$ cat src/rtl/mpwm_pkg.sv
package mpwm_pkg;
  localparam int CNT_W = 12;
  localparam logic [7:0] A_MODE1    = 8'h00;
  localparam logic [7:0] A_MODE2    = 8'h01;
  localparam logic [7:0] A_SUB0     = 8'h02;
  localparam logic [7:0] A_SUB1     = 8'h03;
  localparam logic [7:0] A_SUB2     = 8'h04;
  localparam logic [7:0] A_CH_BASE  = 8'h06;
  localparam logic [7:0] A_BC_FIRST = 8'hFA;
  localparam logic [7:0] A_BC_LAST  = 8'hFD;
  localparam logic [7:0] A_PRESCALE = 8'hFE;
  localparam int OVR_BIT     = 4;
  localparam int SLEEP_BIT   = 4;
  localparam int RESTART_BIT = 7;
  localparam int INV_BIT     = 4;
  localparam int TOTEM_BIT   = 2;

  // strobes and levels handed from control to datapath
  typedef struct packed {
    logic       chWr;
    logic       bcWr;
    logic [5:0] wrIdx;
    logic [1:0] wrSel;
    logic [7:0] wrData;
    logic [5:0] rdIdx;
    logic [1:0] rdSel;
    logic       tick;
    logic       run;
    logic       invert;
    logic       totem;
  } strobe_t;
endpackage

$ cat src/rtl/mpwm_ctrl.sv
module mpwm_ctrl
  import mpwm_pkg::*;
#(
  parameter int          NUM_CH       = 16,
  parameter logic [7:0]  PRESCALE_RST = 8'h1E
) (
  input  logic       clk,
  input  logic       rstN,
  input  logic       wrEn,
  input  logic       rdEn,
  input  logic [7:0] addr,
  input  logic [7:0] wrData,
  input  logic [7:0] chRdByte,
  output logic [7:0] rdData,
  output strobe_t    strb
);
  localparam logic [8:0] CH_END = 9'(A_CH_BASE) + 9'(4 * NUM_CH);

  logic [6:0] mode1Low;
  logic [7:0] mode2;
  logic [7:0] sub0, sub1, sub2;
  logic [7:0] prescale;
  logic [7:0] preCnt;
  logic       halted;
  logic [7:0] chOff;
  logic       inCh, inBc;
  logic       sleepNow;

  always_comb begin
    chOff    = addr - A_CH_BASE;
    inCh     = (addr >= A_CH_BASE) && ({1'b0, addr} < CH_END);
    inBc     = (addr >= A_BC_FIRST) && (addr <= A_BC_LAST);
    sleepNow = mode1Low[SLEEP_BIT];
  end

  // configuration registers and the restart handshake
  always_ff @(posedge clk or negedge rstN) begin
    if (!rstN) begin
      mode1Low <= 7'h10;
      mode2    <= 8'h04;
      sub0     <= '0;
      sub1     <= '0;
      sub2     <= '0;
      prescale <= PRESCALE_RST;
      halted   <= 1'b1;
    end else if (wrEn) begin
      case (addr)
        A_MODE1: begin
          mode1Low <= wrData[6:0];
          if (wrData[SLEEP_BIT]) halted <= 1'b1;
          else if (wrData[RESTART_BIT] && !sleepNow) halted <= 1'b0;
        end
        A_MODE2:    mode2 <= wrData;
        A_SUB0:     sub0  <= wrData;
        A_SUB1:     sub1  <= wrData;
        A_SUB2:     sub2  <= wrData;
        A_PRESCALE: if (sleepNow) prescale <= wrData;
        default: ;
      endcase
    end
  end

  // prescaler: one tick every prescale+1 clocks while running
  always_ff @(posedge clk or negedge rstN) begin
    if (!rstN) preCnt <= '0;
    else if (wrEn && addr == A_PRESCALE && sleepNow) preCnt <= '0;
    else if (strb.run) preCnt <= (preCnt == prescale) ? 8'd0 : preCnt + 8'd1;
  end

  always_comb begin
    strb.chWr   = wrEn && inCh;
    strb.bcWr   = wrEn && inBc;
    strb.wrIdx  = chOff[7:2];
    strb.wrSel  = inBc ? (addr[1:0] - 2'd2) : chOff[1:0];
    strb.wrData = wrData;
    strb.rdIdx  = chOff[7:2];
    strb.rdSel  = chOff[1:0];
    strb.run    = !halted && !sleepNow;
    strb.tick   = strb.run && (preCnt == prescale);
    strb.invert = mode2[INV_BIT];
    strb.totem  = mode2[TOTEM_BIT];
  end

  // registered read port, one cycle latency
  always_ff @(posedge clk or negedge rstN) begin
    if (!rstN) rdData <= '0;
    else if (rdEn) begin
      if (inCh) rdData <= chRdByte;
      else begin
        case (addr)
          A_MODE1:    rdData <= {halted && !sleepNow, mode1Low};
          A_MODE2:    rdData <= mode2;
          A_SUB0:     rdData <= sub0;
          A_SUB1:     rdData <= sub1;
          A_SUB2:     rdData <= sub2;
          A_PRESCALE: rdData <= prescale;
          default:    rdData <= '0;
        endcase
      end
    end
  end
endmodule

$ cat src/rtl/mpwm_dp.sv
module mpwm_dp
  import mpwm_pkg::*;
#(
  parameter int NUM_CH = 16
) (
  input  logic              clk,
  input  logic              rstN,
  input  strobe_t           strb,
  output logic [7:0]        chRdByte,
  output logic [NUM_CH-1:0] pwmOut,
  output logic [NUM_CH-1:0] pwmOe,
  output logic [CNT_W-1:0]  cnt
);
  localparam logic [CNT_W-1:0] CNT_LAST = '1;

  logic        wrapLoad;
  logic [31:0] chWords [NUM_CH];

  always_ff @(posedge clk or negedge rstN) begin
    if (!rstN) cnt <= '0;
    else if (strb.tick) cnt <= cnt + 1'b1;
  end

  assign wrapLoad = !strb.run || (strb.tick && cnt == CNT_LAST);

  for (genvar ch = 0; ch < NUM_CH; ch++) begin : gCh
    logic [CNT_W-1:0] shOn, shOff, actOn, actOff;
    logic             forceOn, forceOff;
    logic             hit, inWin, raw;

    assign hit = strb.bcWr || (strb.chWr && strb.wrIdx == 6'(ch));

    always_ff @(posedge clk or negedge rstN) begin
      if (!rstN) begin
        shOn     <= '0;
        shOff    <= '0;
        forceOn  <= 1'b0;
        forceOff <= 1'b1;
      end else if (hit) begin
        case (strb.wrSel)
          2'd0: shOn[7:0]  <= strb.wrData;
          2'd1: begin
            shOn[11:8] <= strb.wrData[3:0];
            forceOn    <= strb.wrData[OVR_BIT];
          end
          2'd2: shOff[7:0] <= strb.wrData;
          default: begin
            shOff[11:8] <= strb.wrData[3:0];
            forceOff    <= strb.wrData[OVR_BIT];
          end
        endcase
      end
    end

    // compare values move from shadow to active only at wrap or when frozen
    always_ff @(posedge clk or negedge rstN) begin
      if (!rstN) begin
        actOn  <= '0;
        actOff <= '0;
      end else if (wrapLoad) begin
        actOn  <= shOn;
        actOff <= shOff;
      end
    end

    always_comb begin
      if (actOn < actOff)      inWin = (cnt >= actOn) && (cnt < actOff);
      else if (actOn > actOff) inWin = (cnt >= actOn) || (cnt < actOff);
      else                     inWin = 1'b0;
      raw = strb.run && !forceOff && (forceOn || inWin);
    end

    assign pwmOut[ch]  = raw ^ strb.invert;
    assign pwmOe[ch]   = strb.totem || !pwmOut[ch];
    assign chWords[ch] = {3'b000, forceOff, shOff[11:8], shOff[7:0],
                          3'b000, forceOn,  shOn[11:8],  shOn[7:0]};
  end

  always_comb begin
    logic [31:0] word;
    word = '0;
    for (int i = 0; i < NUM_CH; i++)
      if (strb.rdIdx == 6'(i)) word = chWords[i];
    chRdByte = word[8*strb.rdSel +: 8];
  end
endmodule

$ cat src/rtl/multi_pwm.sv
module multi_pwm
  import mpwm_pkg::*;
#(
  parameter int         NUM_CH       = 16,
  parameter logic [7:0] PRESCALE_RST = 8'h1E
) (
  input  logic              clk,
  input  logic              rstN,
  input  logic              wrEn,
  input  logic              rdEn,
  input  logic [7:0]        addr,
  input  logic [7:0]        wrData,
  output logic [7:0]        rdData,
  output logic [NUM_CH-1:0] pwmOut,
  output logic [NUM_CH-1:0] pwmOe
);
  strobe_t          strb;
  logic [7:0]       chRdByte;
  logic [CNT_W-1:0] cnt;

  mpwm_ctrl #(.NUM_CH(NUM_CH), .PRESCALE_RST(PRESCALE_RST)) uCtrl (
    .clk(clk), .rstN(rstN), .wrEn(wrEn), .rdEn(rdEn), .addr(addr),
    .wrData(wrData), .chRdByte(chRdByte), .rdData(rdData), .strb(strb)
  );

  mpwm_dp #(.NUM_CH(NUM_CH)) uDp (
    .clk(clk), .rstN(rstN), .strb(strb), .chRdByte(chRdByte),
    .pwmOut(pwmOut), .pwmOe(pwmOe), .cnt(cnt)
  );
endmodule

$ cat config.mk
export PLATFORM = sky130hd
export DESIGN_NAME = multi_pwm
export DESIGN_NICKNAME = d
export VERILOG_FILES = /design/src/rtl/mpwm_pkg.sv /design/src/rtl/mpwm_ctrl.sv /design/src/rtl/mpwm_dp.sv /design/src/rtl/multi_pwm.sv
export SDC_FILE = /design/constraint.sdc
export NUM_CORES = 2
export LEC_CHECK = 0
export BUFFER_PORTS_ARGS = -buffer_cell sky130_fd_sc_hd__buf_2
export CAP_MARGIN = 5
export CORE_MARGIN = 4
export CORE_UTILIZATION = 25
export DETAILED_ROUTE_END_ITERATION = 16
export PLACE_DENSITY = 0.48
export SLEW_MARGIN = 20
export SYNTH_ARGS = -nofsm -noshare
export SYNTH_HDL_FRONTEND = slang
export SYNTH_SLANG_ARGS = --single-unit
$ cat constraint.sdc
create_clock -name clk -period 3.8 [get_ports clk]
set_input_delay 0.57 -clock clk [delete_from_list [all_inputs] [get_ports clk]]
set_output_delay 0.57 -clock clk [all_outputs]
set_load 0.05 [all_outputs]
; Yosys cells after proc, flatten, opt, wreduce, memory -nomap -nowiden
; Index checks and enable logic that the tools add are counted.
[classes]
addsub = 4
order_cmp = 68
eq_ne = 24
n_shift = 1
n_mux = 56
bitwise = 17
reduce_logical = 252
[ops]
columns = operator, count
row1 = 29-bit 2-to-1 mux, 16
row2 = 12-bit less-than comparator, 32
row3 = 12-bit greater-or-equal comparator, 16
row4 = 12-bit greater-than comparator, 16
row5 = 2-bit AND reduction, 69
row6 = 1-bit logical AND, 75
row7 = 1-bit logical OR, 65
row8 = "6-bit by 4-bit equality test with 1-bit output, second input constant", 8
row9 = 8-bit one-hot mux with 6 select lines, 1
row10 = 1-bit zero test, 35
row11 = 1-bit 2-to-1 mux, 34
row12 = 8-bit 2-to-1 mux, 4
row13 = 32-bit by 6-bit variable part select with 8-bit output, 1
row14 = "6-bit by 3-bit equality test with 1-bit output, second input constant", 4
row15 = "8-bit by 2-bit equality test with 1-bit output, second input constant", 2
row16 = 1-bit bitwise XOR, 16
row17 = "12-bit by 1-bit adder with 12-bit output, second input constant", 1
row18 = "12-bit equality test, second input constant", 1
row19 = "6-bit by 2-bit equality test with 1-bit output, second input constant", 2
row20 = "8-bit by 1-bit adder with 8-bit output, second input constant", 1
row21 = "8-bit by 1-bit equality test with 1-bit output, second input constant", 1
row22 = "8-bit by 3-bit equality test with 1-bit output, second input constant", 1
row23 = 8-bit equality test, 1
row24 = "8-bit equality test, second input constant", 1
row25 = other kinds (17), 19
[totals]
register_bits = 876
input_bits = 20
elab_cells = 560

; Longest topological paths before layout
[depth]
depth_word = 20
depth_mapped = 14
mapped_depth_nobuf = 11

; By module
; A second synthesis with hierarchy kept.
[hier_totals]
hier_cells = 5031
area_unflattened_um2 = 51236.6
[by_module_without_submodules]
columns = mod, instances, cells_per_inst, area_per_inst_um2, seq_area_each_um2
row1 = mpwm_dp, 1, 4724, 47704.5, 20339.5
row2 = mpwm_ctrl, 1, 307, 3532.1, 1610.3

; Worst setup path before layout
; OpenSTA, ideal clock, no wires.
[synth_path]
path_kind = reg-to-output
from = reg uDp.cnt[0]
to = out pwmOe[0]
arrival_ps = 3743
t_required_ps = 3230
path_slack_ps = -513
path_stages_with_launch = 14
path_buffers = 2
cell_sequence = dfrtp_1 clkbuf_1 clkbuf_1 inv_1 ha_1 nand2b_1 a21o_1 a21o_1 a21oi_1 o211ai_1 or4b_2 o32ai_1 xnor2_1 nand2b_1
[synth_via]
elab_chain_len = 9
word_cells_on_any_way = 11
cone_classes = order compare: 2 / mux: 2 / bitwise: 1 / reduce/logical: 6
[synth_lines]
columns = item, line
row1 = "start, declared", mpwm_dp.sv:12  ; output logic [CNT_W-1:0] cnt
row2 = "start signal, assigned", mpwm_dp.sv:21  ; else if (strb.tick) cnt <= cnt + 1'b1;
row3 = 12-bit greater-or-equal comparator / 12-bit less-than comparator (equally long branches), "mpwm_dp.sv:67, mpwm_dp.sv:68"
row4 = 1-bit logical OR, mpwm_dp.sv:68  ; else if (actOn > actOff) inWin = (cnt >= actOn) || (cnt < actOff);
row5 = 1-bit 2-to-1 mux, mpwm_dp.sv:68
row6 = 1-bit 2-to-1 mux (*), mpwm_dp.sv:67  ; if (actOn < actOff) inWin = (cnt >= actOn) && (cnt < actOff);
row7 = 1-bit logical OR (*), mpwm_dp.sv:70  ; raw = strb.run && !forceOff && (forceOn || inWin);
row8 = 1-bit logical AND (*), mpwm_dp.sv:70
row9 = 1-bit bitwise XOR (*), mpwm_dp.sv:73  ; assign pwmOut[ch] = raw ^ strb.invert;
row10 = via pwmOut[0], multi_pwm.sv:14  ; output logic [NUM_CH-1:0] pwmOut,
row11 = 1-bit zero test (*), mpwm_dp.sv:74  ; assign pwmOe[ch] = strb.totem || !pwmOut[ch];
row12 = 1-bit logical OR (*), mpwm_dp.sv:74
row13 = "end, declared", multi_pwm.sv:15  ; output logic [NUM_CH-1:0] pwmOe
; The timed path passes the listed nets; every way through them passes the cells marked *.

; Worst setup path after layout
[layout_path]
from = reg uDp.cnt[0]
to = out pwmOe[10]
[layout_via]
elab_chain_len = 9
word_cells_on_any_way = 11
cone_classes = order compare: 2 / mux: 2 / bitwise: 1 / reduce/logical: 6
[layout_lines]
columns = item, line
row1 = 12-bit greater-or-equal comparator / 12-bit less-than comparator (equally long branches), "mpwm_dp.sv:67, mpwm_dp.sv:68"
row2 = 1-bit logical OR, mpwm_dp.sv:68
row3 = 1-bit 2-to-1 mux, mpwm_dp.sv:68
row4 = 1-bit 2-to-1 mux (*), mpwm_dp.sv:67
row5 = 1-bit logical OR (*), mpwm_dp.sv:70
row6 = 1-bit logical AND (*), mpwm_dp.sv:70
row7 = 1-bit bitwise XOR (*), mpwm_dp.sv:73
row8 = 1-bit zero test (*), mpwm_dp.sv:74
row9 = 1-bit logical OR (*), mpwm_dp.sv:74
; Every way passes the cells marked *; elsewhere a longest branch is shown, timed or not.

==> results.toml <==
[run_status]
status = "finished, violations left"
failed_checks = "setup timing"

[die]
rows = 164
die_y_um = 457
fp.coreArea_um2 = 200000
die_x_um = 457
dieArea_um2 = 209000
start_util_pct = 25.2
io_pins = 60

[clock_network]
clock_latency_ps = 740
clk_pin_slew_worst_paths_ps = 60
htreeDepth = 3
cts_sinks = 876
clk_path_buf_depth = 3
clock-root-buffer = "clkbuf_16"
cts_tree = "yes"
numCtsBuffers = 102

[setup_path]
cp_data_required_time_ps = 3230
crit_arrival_ps = 3930
crit_type = "register to output pin"
critPathSlowestCell = "a222oi_1"
reg2reg_to = "uDp.gCh[2].actOff[11]$_DFFE_PN0P_"
path_max_fanout = 2
critical_path.top_delay_family = "compound AO/OA/AOI/OAI gates"
r2r_slack_ps = 600
r2r_start = "uCtrl.prescale[1]$_DFFE_PN1P_"
end_kind = "output pin"
r2r_cells = 12
cp_common_cell = "a21o_1"
path_buf_inv = 4
critPathLaunchType = "register"
max_stage_delay_ps = 690
crit_chain = "inv_2 > buf_12 > ha_4 > nand2b_4 > a21o_1 > a21o_1 > a21o_1 > a21o_1 > a31oi_1 > o21ai_1 > a222oi_1 > buf_4 > mux2i_4 > buf_12"

[global_routing]
grt_start_max_net_pins = 133
antenna_found_initial = 14
grt_pass1_wl_mm = 306
grt.overflow.total = 0
first_global_vias = 41000
grt_util_all_layers_pct = 20.0

[yosys]
synth_warnings = 0
synthArstFlopShare_pct = 100
ys_seq_area_share_pct = 43.5
synth_top_family_by_area = "compound AO/OA/AOI/OAI gates"
synth_simple_gate_area_share_pct = 9.70
netlist.area_leader.share_pct = 42.3
synth.area.mux_share_pct = 11.4
synth_fa_ha_area_share_pct = 14.0
synth.largest_area_cell = "dfrtp_1"
yosysMostFrequentCell = "dfrtp_1"
synth_area_per_cell_um2 = 10.2
ys_ff_latch = 876
synth-compound-area-share_pct = 16.0
synth_xor_area_share_pct = 0.692
syn_nets = 5532
synth.distinct_cells = 84
synth_area_leaders = "dfrtp_1 (42%), ha_1 (14%), mux2_2 (11%)"
synth_common_cells = "dfrtp_1 (853), nand2_1 (585), ha_1 (563), o21ai_0 (531), mux2_2 (476)"
synth_flop_cell = "dfrtp_1"
synth_area_um2 = 50400
syn_inst = 4949
synth_edf_count = 0

[drt]
routedWlPerCell_um = 26.4
ant_nets = 0
routed_wl_mm = 214
drtIter0Drc = 3383
vias = 41100
drt-vias-per-instance = 5.08
drc_errors = 0
firstDrtPassIters = 7

[sta]
timing.final.ws_setup_ps = -704
setup_violations = 32
relSlewSlack_pct = 29.5
period_needed_ps = 4500
skew_ps = 27.4
fmax_mhz = 222
period_share_pct = 119
max_slew.worst_pin.slew_ps = 1050
slew_viol_final = 0
rsz0062_at_grt = "yes"
finalHoldViolations = 0

[power]
max-vdd-ir-drop_mv = 1.32
p_leak_nw = 28.9
total_power_mw = 41.9
pwr_density_cell_nw_per_um2 = 668

[min_path]
hp-start = "wrData[1]"
whs_path_depth = 2
holdPathEnd = "uDp.gCh[4].shOff[9]$_DFFE_PN0P_"
min_path_type = "input port to register"

[finish]
area_growth_pct = 24.6
utilization_pct = 31.4
drive_gt1_share_pct = 25.5
regArea_um2 = 22000
fill_cells = 20500
nets = 5932
multi_input_area_um2 = 27500

[placed_design]
place.gp.congestion = 0.958
hpwl_mm = 163
io_buffers = 59

[job]
cap_violations = 0
## what timing repair did
action	4_1_cts	5_1_grt
endpoints found under the setup margin	32	32
setup buffers	26	15
gates resized for setup	133	128
pin swaps	68	92
hold buffers	1	0
hold endpoints to repair	25	0
## worst max path at each step
| stage | to | slack (ps) | cells past startpoint | start |
|---|---|---|---|---|
| finish | pwmOe[10] | -700 | 14 | uDp.cnt[0]$_DFFE_PN0P_ |
| global route | pwmOe[4] | -830 | 15 | uDp.cnt[0]$_DFFE_PN0P_ |
| CTS | pwmOe[10] | -790 | 14 | uDp.cnt[0]$_DFFE_PN0P_ |
| detailed placement | pwmOe[10] | -330 | 14 | uDp.cnt[0]$_DFFE_PN0P_ |
| global placement | uDp.gCh[4].shOn[1]$_DFFE_PN0P_ | -310 | 13 | addr[2] |
| floorplan | pwmOut[8] | -110 | 9 | uDp.cnt[5]$_DFFE_PN0P_ |
## metrics by stage
step | hold slack, ps | area, µm² | setup slack (ps) | TNS (ps) | cells
finish | 139 | 62800 | -704 | -11170 | 8100
floorplan | 274 | 50600 | -112 | -256 | 4949
detailed placement | 480 | 57700 | -329 | -16520 | 7867
global route | 125 | 62800 | -829 | -15590 | 8098
global placement | 472 | 57700 | -313 | -16410 | 7867
CTS | 77.2 | 62100 | -794 | -15580 | 8085
## layer usage
| metal | GRT usage [%] | part of all wire, % | up-vias |
|---|---|---|---|
| met4 | 7.28 | 3.7 | 12 |
| met5 | 0 | 0.038 | - |
| li1 | - | - | 18700 |
| met1 | 28.2 | 46 | 21100 |
| met2 | 31.3 | 45 | 1080 |
| met3 | 2.65 | 4.9 | 256 |
## placed cells by master, fill, tap and decap left out, types with 31 or more instances in the layout
master	count
a21o_1	138
a21oi_1	146
a22oi_1	42
buf_12	85
buf_4	373
clkbuf_16	104
dfrtp_1	841
ha_1	537
inv_1	392
mux2_2	476
nand2_1	584
nand2b_1	61
nand3_1	78
nand4_1	57
nor2_1	103
nor2b_1	40
nor3_1	43
o211ai_1	33
o21a_1	31
o21ai_0	507
o221ai_1	34
## area by class of cell
cell class / count / share of cell area (%)
Tap cell: 2656 / 5.29
Inverter: 398 / 2.38
Clock buffer: 144 / 4.57
Multi-Input combinational cell: 3451 / 43.8
Sequential cell: 876 / 35.0
Timing Repair Buffer: 520 / 8.16
Antenna cell: 6 / 0.0239
Clock inverter: 49 / 0.848
## cell families (layout without fill, tap and decap cells)
kind of cell,after synthesis,count (layout)
compound gates,1266,1266
simple gates,1075,1075
mux,508,508
other cells,0,6
buf+inv,622,1111
xor+xnor,39,39
flops,876,876
fa+ha+maj,563,563
## registers in the layout, indices dropped and copies added (netlist names)
name              count
uCtrl.mode1Low        7
uCtrl.preCnt          8
uDp.gCh.actOn       192
uCtrl.sub1            8
uCtrl.rdData          8
uCtrl.halted          1
uCtrl.prescale        8
uDp.cnt              12
uDp.gCh.actOff      192
uCtrl.mode2           8
uDp.gCh.shOn        192
uDp.gCh.shOff       192
uCtrl.sub0            8
uCtrl.sub2            8
uDp.gCh.forceOn      16
uDp.gCh.forceOff     16
## power by group
| group | internal (mW) | leakage, nW | total [mW] | switching, mW |
|---|---|---|---|---|
| logic | 9.49 | 15.3 | 20.6 | 11.1 |
| clock network | 5.90 | 1.67 | 10.2 | 4.26 |
| registers | 10.2 | 12.0 | 11.1 | 0.965 |
| total | 25.6 | 28.9 | 41.9 | 16.4 |
Power figures use the tool's default switching activity.
